==> src/rtl/chassis_pkg.sv <==
package chassis_pkg;
  typedef enum logic [1:0] {
    ACT_PWR_DOWN  = 2'b00,
    ACT_PWR_UP    = 2'b01,
    ACT_HARD_RST  = 2'b10,
    ACT_PWR_CYCLE = 2'b11
  } chassis_act_e;
endpackage

==> src/rtl/ms_tick_gen.sv <==
module ms_tick_gen #(
  parameter int PRE_DIV  = 4,
  parameter int TICK_TOP = 3
) (
  input  logic clk_i,
  input  logic rst_ni,
  output logic tick_o
);
  localparam int PRE_W = $clog2(PRE_DIV + 1);
  localparam int CMP_W = $clog2(TICK_TOP + 2);
  localparam int PERIOD = PRE_DIV * (TICK_TOP + 1);

  logic [PRE_W-1:0] pre_q;
  logic [CMP_W-1:0] cmp_q;
  logic             pre_wrap;

  assign pre_wrap = (pre_q == PRE_W'(PRE_DIV - 1));
  assign tick_o   = pre_wrap && (cmp_q == CMP_W'(TICK_TOP));

  always_ff @(posedge clk_i or negedge rst_ni) begin
    if (!rst_ni) begin
      pre_q <= '0;
      cmp_q <= '0;
    end else begin
      pre_q <= pre_wrap ? '0 : pre_q + 1'b1;
      if (pre_wrap) cmp_q <= (cmp_q == CMP_W'(TICK_TOP)) ? '0 : cmp_q + 1'b1;
    end
  end

  generate
    if (PERIOD > 1) begin : g_spacing

      tick_spacing_chk: assert property (@(posedge clk_i) disable iff (!rst_ni)
        tick_o |=> !tick_o);
    end
  endgenerate
endmodule

==> src/rtl/pulse_timer.sv <==
module pulse_timer #(
  parameter int CNT_W  = 16,
  parameter bit RELOAD = 1'b0  // 1: load always wins; 0: load only when idle
) (
  input  logic             clk_i,
  input  logic             rst_ni,
  input  logic             tick_i,
  input  logic             load_i,
  input  logic [CNT_W-1:0] len_i,
  output logic             active_o,
  output logic             done_o
);
  logic [CNT_W-1:0] cnt_q;
  logic             take;

  assign take     = load_i && (RELOAD || cnt_q == '0);
  assign active_o = (cnt_q != '0);
  assign done_o   = tick_i && (cnt_q == CNT_W'(1)) && !take;

  always_ff @(posedge clk_i or negedge rst_ni) begin
    if (!rst_ni)                    cnt_q <= '0;
    else if (take)                  cnt_q <= len_i;
    else if (tick_i && active_o)    cnt_q <= cnt_q - 1'b1;
  end


  tick_dec_chk: assert property (@(posedge clk_i) disable iff (!rst_ni)
    (tick_i && cnt_q != '0 && !load_i) |=> cnt_q == $past(cnt_q) - 1'b1);

  generate
    if (!RELOAD) begin : g_hold

      no_retrigger_chk: assert property (@(posedge clk_i) disable iff (!rst_ni)
        (cnt_q != '0 && !tick_i) |=> $stable(cnt_q));
    end
  endgenerate
endmodule

==> src/rtl/chassis_pulser.sv <==
module chassis_pulser
  import chassis_pkg::*;
#(
  parameter int CMD_W    = 3,
  parameter int PRE_DIV  = 4,
  parameter int TICK_TOP = 3,
  parameter int CNT_W    = 16,
  parameter int PDN_MS   = 4,
  parameter int PUP_MS   = 3,
  parameter int RST_MS   = 3,
  parameter int PAUSE_MS = 5
) (
  input  logic             clk_i,
  input  logic             rst_ni,
  input  logic             cmd_valid_i,
  input  logic [CMD_W-1:0] cmd_code_i,
  output logic             unknown_o,
  output logic             busy_o,
  output logic             pwr_oe_o,
  output logic             pwr_out_o,
  output logic             rst_oe_o,
  output logic             rst_out_o
);
  localparam logic [CNT_W-1:0] PDN_LEN   = CNT_W'(PDN_MS);
  localparam logic [CNT_W-1:0] PUP_LEN   = CNT_W'(PUP_MS);
  localparam logic [CNT_W-1:0] RST_LEN   = CNT_W'(RST_MS);
  localparam logic [CNT_W-1:0] PAUSE_LEN = CNT_W'(PAUSE_MS);

  logic         tick;
  logic         cmd_known;
  chassis_act_e act;
  logic         go_down, go_up, go_rst, go_cycle;
  logic         pwr_act, pwr_done, pause_act, pause_done, rst_act, rst_done;
  logic         pwr_load;
  logic [CNT_W-1:0] pwr_len;
  logic         unknown_q;

  assign act       = chassis_act_e'(cmd_code_i[1:0]);
  assign cmd_known = ((cmd_code_i >> 2) == '0);
  assign go_down   = cmd_valid_i && cmd_known && act == ACT_PWR_DOWN;
  assign go_up     = cmd_valid_i && cmd_known && act == ACT_PWR_UP;
  assign go_rst    = cmd_valid_i && cmd_known && act == ACT_HARD_RST;
  assign go_cycle  = cmd_valid_i && cmd_known && act == ACT_PWR_CYCLE;

  ms_tick_gen #(.PRE_DIV(PRE_DIV), .TICK_TOP(TICK_TOP)) u_tick (
    .clk_i, .rst_ni, .tick_o(tick)
  );

  // command wins over pause expiry; pause expiry implies power counter idle
  assign pwr_load = go_down || go_up || go_cycle || pause_done;
  assign pwr_len  = (go_down || go_cycle) ? PDN_LEN : PUP_LEN;

  pulse_timer #(.CNT_W(CNT_W), .RELOAD(1'b0)) u_pwr (
    .clk_i, .rst_ni, .tick_i(tick), .load_i(pwr_load), .len_i(pwr_len),
    .active_o(pwr_act), .done_o(pwr_done)
  );

  // pause only advances while no power pulse runs
  pulse_timer #(.CNT_W(CNT_W), .RELOAD(1'b1)) u_pause (
    .clk_i, .rst_ni, .tick_i(tick && !pwr_act), .load_i(go_cycle), .len_i(PAUSE_LEN),
    .active_o(pause_act), .done_o(pause_done)
  );

  pulse_timer #(.CNT_W(CNT_W), .RELOAD(1'b0)) u_rst (
    .clk_i, .rst_ni, .tick_i(tick), .load_i(go_rst), .len_i(RST_LEN),
    .active_o(rst_act), .done_o(rst_done)
  );

  always_ff @(posedge clk_i or negedge rst_ni) begin
    if (!rst_ni) unknown_q <= 1'b0;
    else         unknown_q <= cmd_valid_i && !cmd_known;
  end

  assign unknown_o = unknown_q;
  assign busy_o    = pwr_act || pause_act || rst_act;
  assign pwr_oe_o  = pwr_act;
  assign rst_oe_o  = rst_act;
  assign pwr_out_o = 1'b0;
  assign rst_out_o = 1'b0;


  busy_cover_chk: assert property (@(posedge clk_i) disable iff (!rst_ni)
    (pwr_oe_o || rst_oe_o) |-> busy_o);


  cycle_reload_chk: assert property (@(posedge clk_i) disable iff (!rst_ni)
    pause_done |=> pwr_oe_o);


  unknown_flag_chk: assert property (@(posedge clk_i) disable iff (!rst_ni)
    (cmd_valid_i && !cmd_known) |=> unknown_o);


  unknown_quiet_chk: assert property (@(posedge clk_i) disable iff (!rst_ni)
    (cmd_valid_i && !cmd_known && !busy_o) |=> (!pwr_oe_o && !rst_oe_o && !busy_o));


  rst_end_chk: assert property (@(posedge clk_i) disable iff (!rst_ni)
    (rst_done && !go_rst) |=> !rst_oe_o);
endmodule

==> config.mk <==
export PLATFORM = sky130hd
export DESIGN_NAME = chassis_pulser
export DESIGN_NICKNAME = d
export VERILOG_FILES = /design/src/rtl/chassis_pkg.sv /design/src/rtl/ms_tick_gen.sv /design/src/rtl/pulse_timer.sv /design/src/rtl/chassis_pulser.sv
export SDC_FILE = /design/constraint.sdc
export NUM_CORES = 1
export LEC_CHECK = 0
export BUFFER_PORTS_ARGS = -buffer_cell sky130_fd_sc_hd__buf_2
export CAP_MARGIN = 25
export CORE_MARGIN = 2
export CORE_UTILIZATION = 30
export DETAILED_ROUTE_END_ITERATION = 8
export PLACE_DENSITY = 0.45
export SYNTH_ARGS = -nofsm -noshare
export SYNTH_HDL_FRONTEND = slang
export SYNTH_SLANG_ARGS = --single-unit
==> constraint.sdc <==
create_clock -name clk_i -period 7.4 [get_ports clk_i]
set_input_delay 1.11 -clock clk_i [delete_from_list [all_inputs] [get_ports clk_i]]
set_output_delay 1.11 -clock clk_i [all_outputs]
set_load 0.01 [all_outputs]
; ---- Word-level counts from Yosys, hierarchy flattened
; Cells that the tools add are included.
[word_totals]
ff_bits = 55
inputBits = 6
out_inout_bits = 6
elab_cells = 60
[op_classes]
n_addsub = 5
n_eq_ne = 6
mux = 9
n_reduce_logical = 34
[ops]
columns = cell, count
row1 = 16-bit two-way mux, 6
row2 = 16-bit nonzero test, 3
row3 = 16-bit by 1-bit subtractor with 16-bit output (second input constant), 3
row4 = 16-bit zero test, 2
row5 = 16-bit by 1-bit == test with 1-bit output (second input constant), 1
row6 = 1-bit logical AND, 15
row7 = 3-bit two-way mux, 3
row8 = 3-bit by 1-bit adder with 3-bit output (second input constant), 2
row9 = 3-bit by 2-bit == test with 1-bit output (second input constant), 2
row10 = 1-bit logical OR, 6
row11 = 2-bit nonzero test, 3
row12 = 2-bit == test (second input constant), 2
row13 = 1-bit zero test, 3
row14 = 3-bit zero test, 1
row15 = 2-bit by 1-bit == test with 1-bit output (second input constant), 1
row16 = 2-bit zero test, 1

; ---- Depth between registers and ports, before layout
[logic_depth]
word_depth = 8
ltp_mapped = 9
depth_no_buf = 8

; ---- By module
; From an unflattened synthesis, not the netlist that was laid out.
[unflattened]
hier_cells = 382
area_unflattened_um2 = 3522.1
[modules_own_cells]
columns = module, instances, cells_per_inst, area_each_um2, seq_area_each_um2
row1 = pulse_timer at u_pwr ..., 2, 119, 1046.0, 400.4
row2 = pulse_timer at u_pause, 1, 109, 1042.2, 400.4
row3 = ms_tick_gen, 1, 19, 257.7, 150.1
row4 = chassis_pulser, 1, 16, 130.1, 25.0

; ---- Worst setup path before layout
; No wires, ideal clock.
[synth_timing]
kind = flip-flop to output port
start = reg u_pwr.cnt_q[3]
end = out busy_o
arrival_time_ns = 2.059
required_time_ns = 6.290
setup_slack_ns = 4.231
stages_incl_launch_ff = 7
path_buffers = 2
cell_sequence = dfrtp_1 -> or4_1 -> buf_2 -> nor4b_4 -> inv_2 -> buf_6 -> or3_1
[synth_via]
elab_chain_len = 3
[synth_lines]
columns = element, line
row1 = start: declaration, pulse_timer.sv:13  ; logic [CNT_W-1:0] cnt_q;
row2 = start signal: assignment, pulse_timer.sv:22  ; else if (take) cnt_q <= len_i;
row3 = start signal: assignment, pulse_timer.sv:23  ; else if (tick_i && active_o) cnt_q <= cnt_q - 1'b1;
row4 = 16-bit nonzero test, pulse_timer.sv:17  ; assign active_o = (cnt_q != '0);
row5 = via pwr_oe_o, chassis_pulser.sv:19  ; output logic pwr_oe_o,
row6 = 1-bit logical OR (2 in a row), chassis_pulser.sv:75  ; assign busy_o = pwr_act || pause_act || rst_act;
row7 = end: declaration, chassis_pulser.sv:18  ; output logic busy_o,
; The timed path passes the listed nets, and every way through them passes these cells.

; ---- Final worst setup path
[layout_timing]
start = reg u_pwr.cnt_q[3]
end = out busy_o
[layout_via]
elab_chain_len = 3
[layout_lines]
columns = element, line
row1 = 16-bit nonzero test, pulse_timer.sv:17
row2 = 1-bit logical OR (2 in a row), chassis_pulser.sv:75
; Every way passes these cells.

==> metrics.md <==
| Metric | Value |
|---|---|
| Worst VDD drop | `0.08853 mV` |
| Skew-Pair Late Insertion Delay | `0.31 ns` |
| Total track usage | `12.07%` |
| Resized cells post-CTS | `0` |
| CTS Hold Bufs | `0` |
| Reg2reg path depth | `6` |
| Top post-synthesis cells by count | `dfrtp_1 (55), nor2_1 (29), xor2_1 (22)` |
| Number of global-route vias before repair | `2054` |
| Design Area, Final | `3146 um^2` |
| # setup viols final | `0` |
| Total wire length | `5.531 mm` |
| Max-cap viol count | `0` |
| Placed Cells | `413` |
| Port bufs | `9` |
| Fin nets | `307` |
| Final Hold Vio Count | `0` |
| DP Area | `3042 um^2` |
| Via count | `1992` |
| Max Fanout on Critical Path | `16` |
| CTS buffer count | `5` |
| Die area | `10310 um^2` |
| Crit-path cells | `or4_1, nor4b_4, inv_2, or3_1, buf_2` |
| Adder-cell share of the synthesized area | `3.946%` |
| Max Clk Rate | `241.1 MHz` |
| M1 GR Usage | `16.18%` |
| Mapped Avg Cell Area | `10.19 um^2` |
| Clk buf depth | `2` |
| Startpoint types | `flip-flop` |
| Placer congestion estimate | `0.7659` |
| FF/Latch Area | `1376 um^2` |
| Mux share of post-synthesis cell area | `0.7891%` |
| Routed wire length per instance | `13.11 um` |
| Worst slew margin | `34.64%` |
| Cell with the most instances after synthesis | `dfrtp_1` |
| Ys async rst share | `100.0%` |
| Vias per inst | `4.720` |
| Chip Height | `101.5 um` |
| DRC | `0` |
| Compound-cell area share of the yosys netlist | `6.269%` |
| Clock Skew | `0.01036 ns` |
| Finished Core Util | `34.04%` |
| CTS tree | `yes` |
| Fill cell count | `937` |
| Worst Max-Slew Pin Slew | `0.9678 ns` |
| Clock tree sinks | `55` |
| Number of synthesized flops with an enable pin | `0` |
| Gr ovfl total | `0` |
| DR iter-0 viols | `76` |
| Setup TNS | `0 ns` |
| Unique masters post-synth | `46` |
| Worst hold path endpoint | `u_tick.pre_q[0]$_DFF_PN0_` |
| I/O pin count | `12` |
| HPWL after DPL | `3.824 mm` |
| Top-area cell type share of the netlist area | `48.22%` |
| Multi-input gate area | `1395 um^2` |
| First-pass GRT wire length | `9.846 mm` |
| CP Data Arrival Time | `3.04 ns` |
| Worst hold path class | `reg -> reg` |
| CP Class | `reg -> out` |
| Post-Synth XOR/XNOR Area | `11.35%` |
| Met3 global-route usage | `2.415%` |
| R2R Path Start | `u_pwr.cnt_q[3]$_DFFE_PN0P_` |
| Area growth syn-to-layout | `10.21%` |
| Share of cells above drive strength 1 | `9.556%` |
| Clk pin slew, worst setup/hold paths | `0.10 ns` |
| H-Tree Depth | `2` |
| Core Rows | `35` |
| Initial antenna violation count | `0` |
| Mapped cell area | `2854 um^2` |
| Hold path start | `u_tick.pre_q[0]$_DFF_PN0_` |
| Core area | `9240 um^2` |
| Ys flop type | `dfrtp_1` |
| Min cycle time layout | `4.148 ns` |
| Max stage delay on crit path | `0.79 ns` |
| Seq/Total Area, Yosys | `48.22%` |
| Post-DRT Antenna Nets | `0` |
| Register bit total from synthesis | `55` |
| Area leader, netlist | `dfrtp_1` |
| R2R setup slack | `4.35 ns` |
| RR Endpoint | `u_pause.cnt_q[5]$_DFFE_PN0P_` |
| Root Buffer | `clkbuf_8` |
| Worst EP required | `6.29 ns` |
| Leakage | `1.423 nW` |
| Die Width | `101.5 um` |
| Tot Pwr | `0.0006818 W` |
| Post-Synthesis Cells | `280` |
| Global route hottest layer | `met2` |
| Final Non-Filler Cells | `422` |
| Crit. End Element | `primary output` |
| Hold path cells | `1` |
| Starting Density | `30.89%` |
| Maximum number of pins on one net before global-route repair | `56` |
| Max Slew Vio Count | `0` |
| Synthesis Warnings | `0` |
| Final worst-path cycle share | `56.06%` |
| Drt pass-1 iters | `4` |
| Largest family of logic cells by synthesized area | `simple AND/OR/NAND/NOR gates` |
| RSZ-0062 raised after global routing | `no` |
| PwrDens | `216.8 nW/um^2` |
| Postcts setup bufs | `0` |
| Synth area leaders | `dfrtp_1 (48%), xor2_1 (6.8%), xnor2_1 (4.6%)` |
| # diodes | `0` |
| Worst path slowest cell | `nor4b_4` |
| Simple-gate share of the synthesized area | `26.04%` |
| GRT met2 Usage | `19.43%` |
| Status | `finished, final reports clean` |
==> routing by layer <==
layer	vias to the layer above	wire length [um]
met5	-	0
met4	0	83
met3	6	156
met2	27	2498
met1	939	2792
li1	1020	-
==> critical path: cells and delay by family (launching register included) <==
kind | cells | cell delay, ns
simple gates | 3 | 1.88
buf+inv | 2 | 0.43
flops | 1 | 0.43
==> per-stage QoR <==
| step | hold WS, ns | worst slack, ns |
|---|---|---|
| 2_1_floorplan | 0.4099 | 4.231 |
| 3_3_place_gp | 0.4260 | 3.654 |
| 3_5_place_dp | 0.4233 | 3.593 |
| 4_1_cts | 0.4390 | 3.248 |
| 5_1_grt | 0.4735 | 3.039 |
| 6_report | 0.4374 | 3.252 |
==> cell families (layout without fill, tap and decap cells) <==
| logic type | Yosys count | in the layout |
|---|---|---|
| xor gates and xnor gates | 37 | 37 |
| DFF | 55 | 55 |
| adders and majority gates | 9 | 9 |
| AOI/OAI and AO/OA | 25 | 25 |
| other | 1 | 2 |
| and+or+nand+nor | 131 | 131 |
| buffers and inverters | 20 | 32 |
| muxes | 2 | 2 |
==> cell usage in the layout (no fill, tap or decap), drive strengths merged, types with 3 or more instances in the layout <==
cell	Yosys	final
a211oi	3	3
a21oi	5	5
and2	3	3
and3	3	3
buf	5	13
clkbuf	4	6
dfrtp	55	55
ha	9	9
inv	11	11
nand2	18	18
nand2b	4	4
nand3	8	8
nand4	8	8
nor2	30	30
nor2b	4	4
nor3	18	18
nor4	11	11
nor4b	4	4
o21ai	5	5
or3	4	4
or4	8	8
xnor2	15	15
xor2	22	22
==> area by class of cell <==
cell class                      instances  area share [%]
Tap cell                              129           5.131
Inverter                               11           1.313
Multi-Input combinational cell        206           44.35
Clock inverter                          2          0.5171
Clock buffer                            6           2.625
Sequential cell                        55           43.75
Timing Repair Buffer                   13           2.307
==> registers in the layout, summed over array words and instances (netlist names) <==
register       flops
u_pause.cnt_q     16
u_tick.pre_q       3
u_tick.cmp_q       3
unknown_o          1
u_pwr.cnt_q       16
u_rst.cnt_q       16
==> worst max-delay path by stage <==
stage / startpoint / endpoint / slack, ns / cells after the start
final: u_pwr.cnt_q[3]$_DFFE_PN0P_ / busy_o / 3.25 / 5
after global routing: u_pwr.cnt_q[3]$_DFFE_PN0P_ / busy_o / 3.04 / 5
after CTS: u_pwr.cnt_q[3]$_DFFE_PN0P_ / busy_o / 3.25 / 5
after detailed placement: u_pwr.cnt_q[3]$_DFFE_PN0P_ / busy_o / 3.59 / 5
after global placement: u_pwr.cnt_q[3]$_DFFE_PN0P_ / busy_o / 3.65 / 5
after floorplan: u_pwr.cnt_q[3]$_DFFE_PN0P_ / busy_o / 4.23 / 6
==> power breakdown <==
part | internal, W | switching, W | leakage, nW
combinational | 0.0000502 | 0.0000660 | 0.649
clock | 0.0000767 | 0.000101 | 0.0474
sequential | 0.000344 | 0.0000437 | 0.727
(Power assumes the default switching activity.)
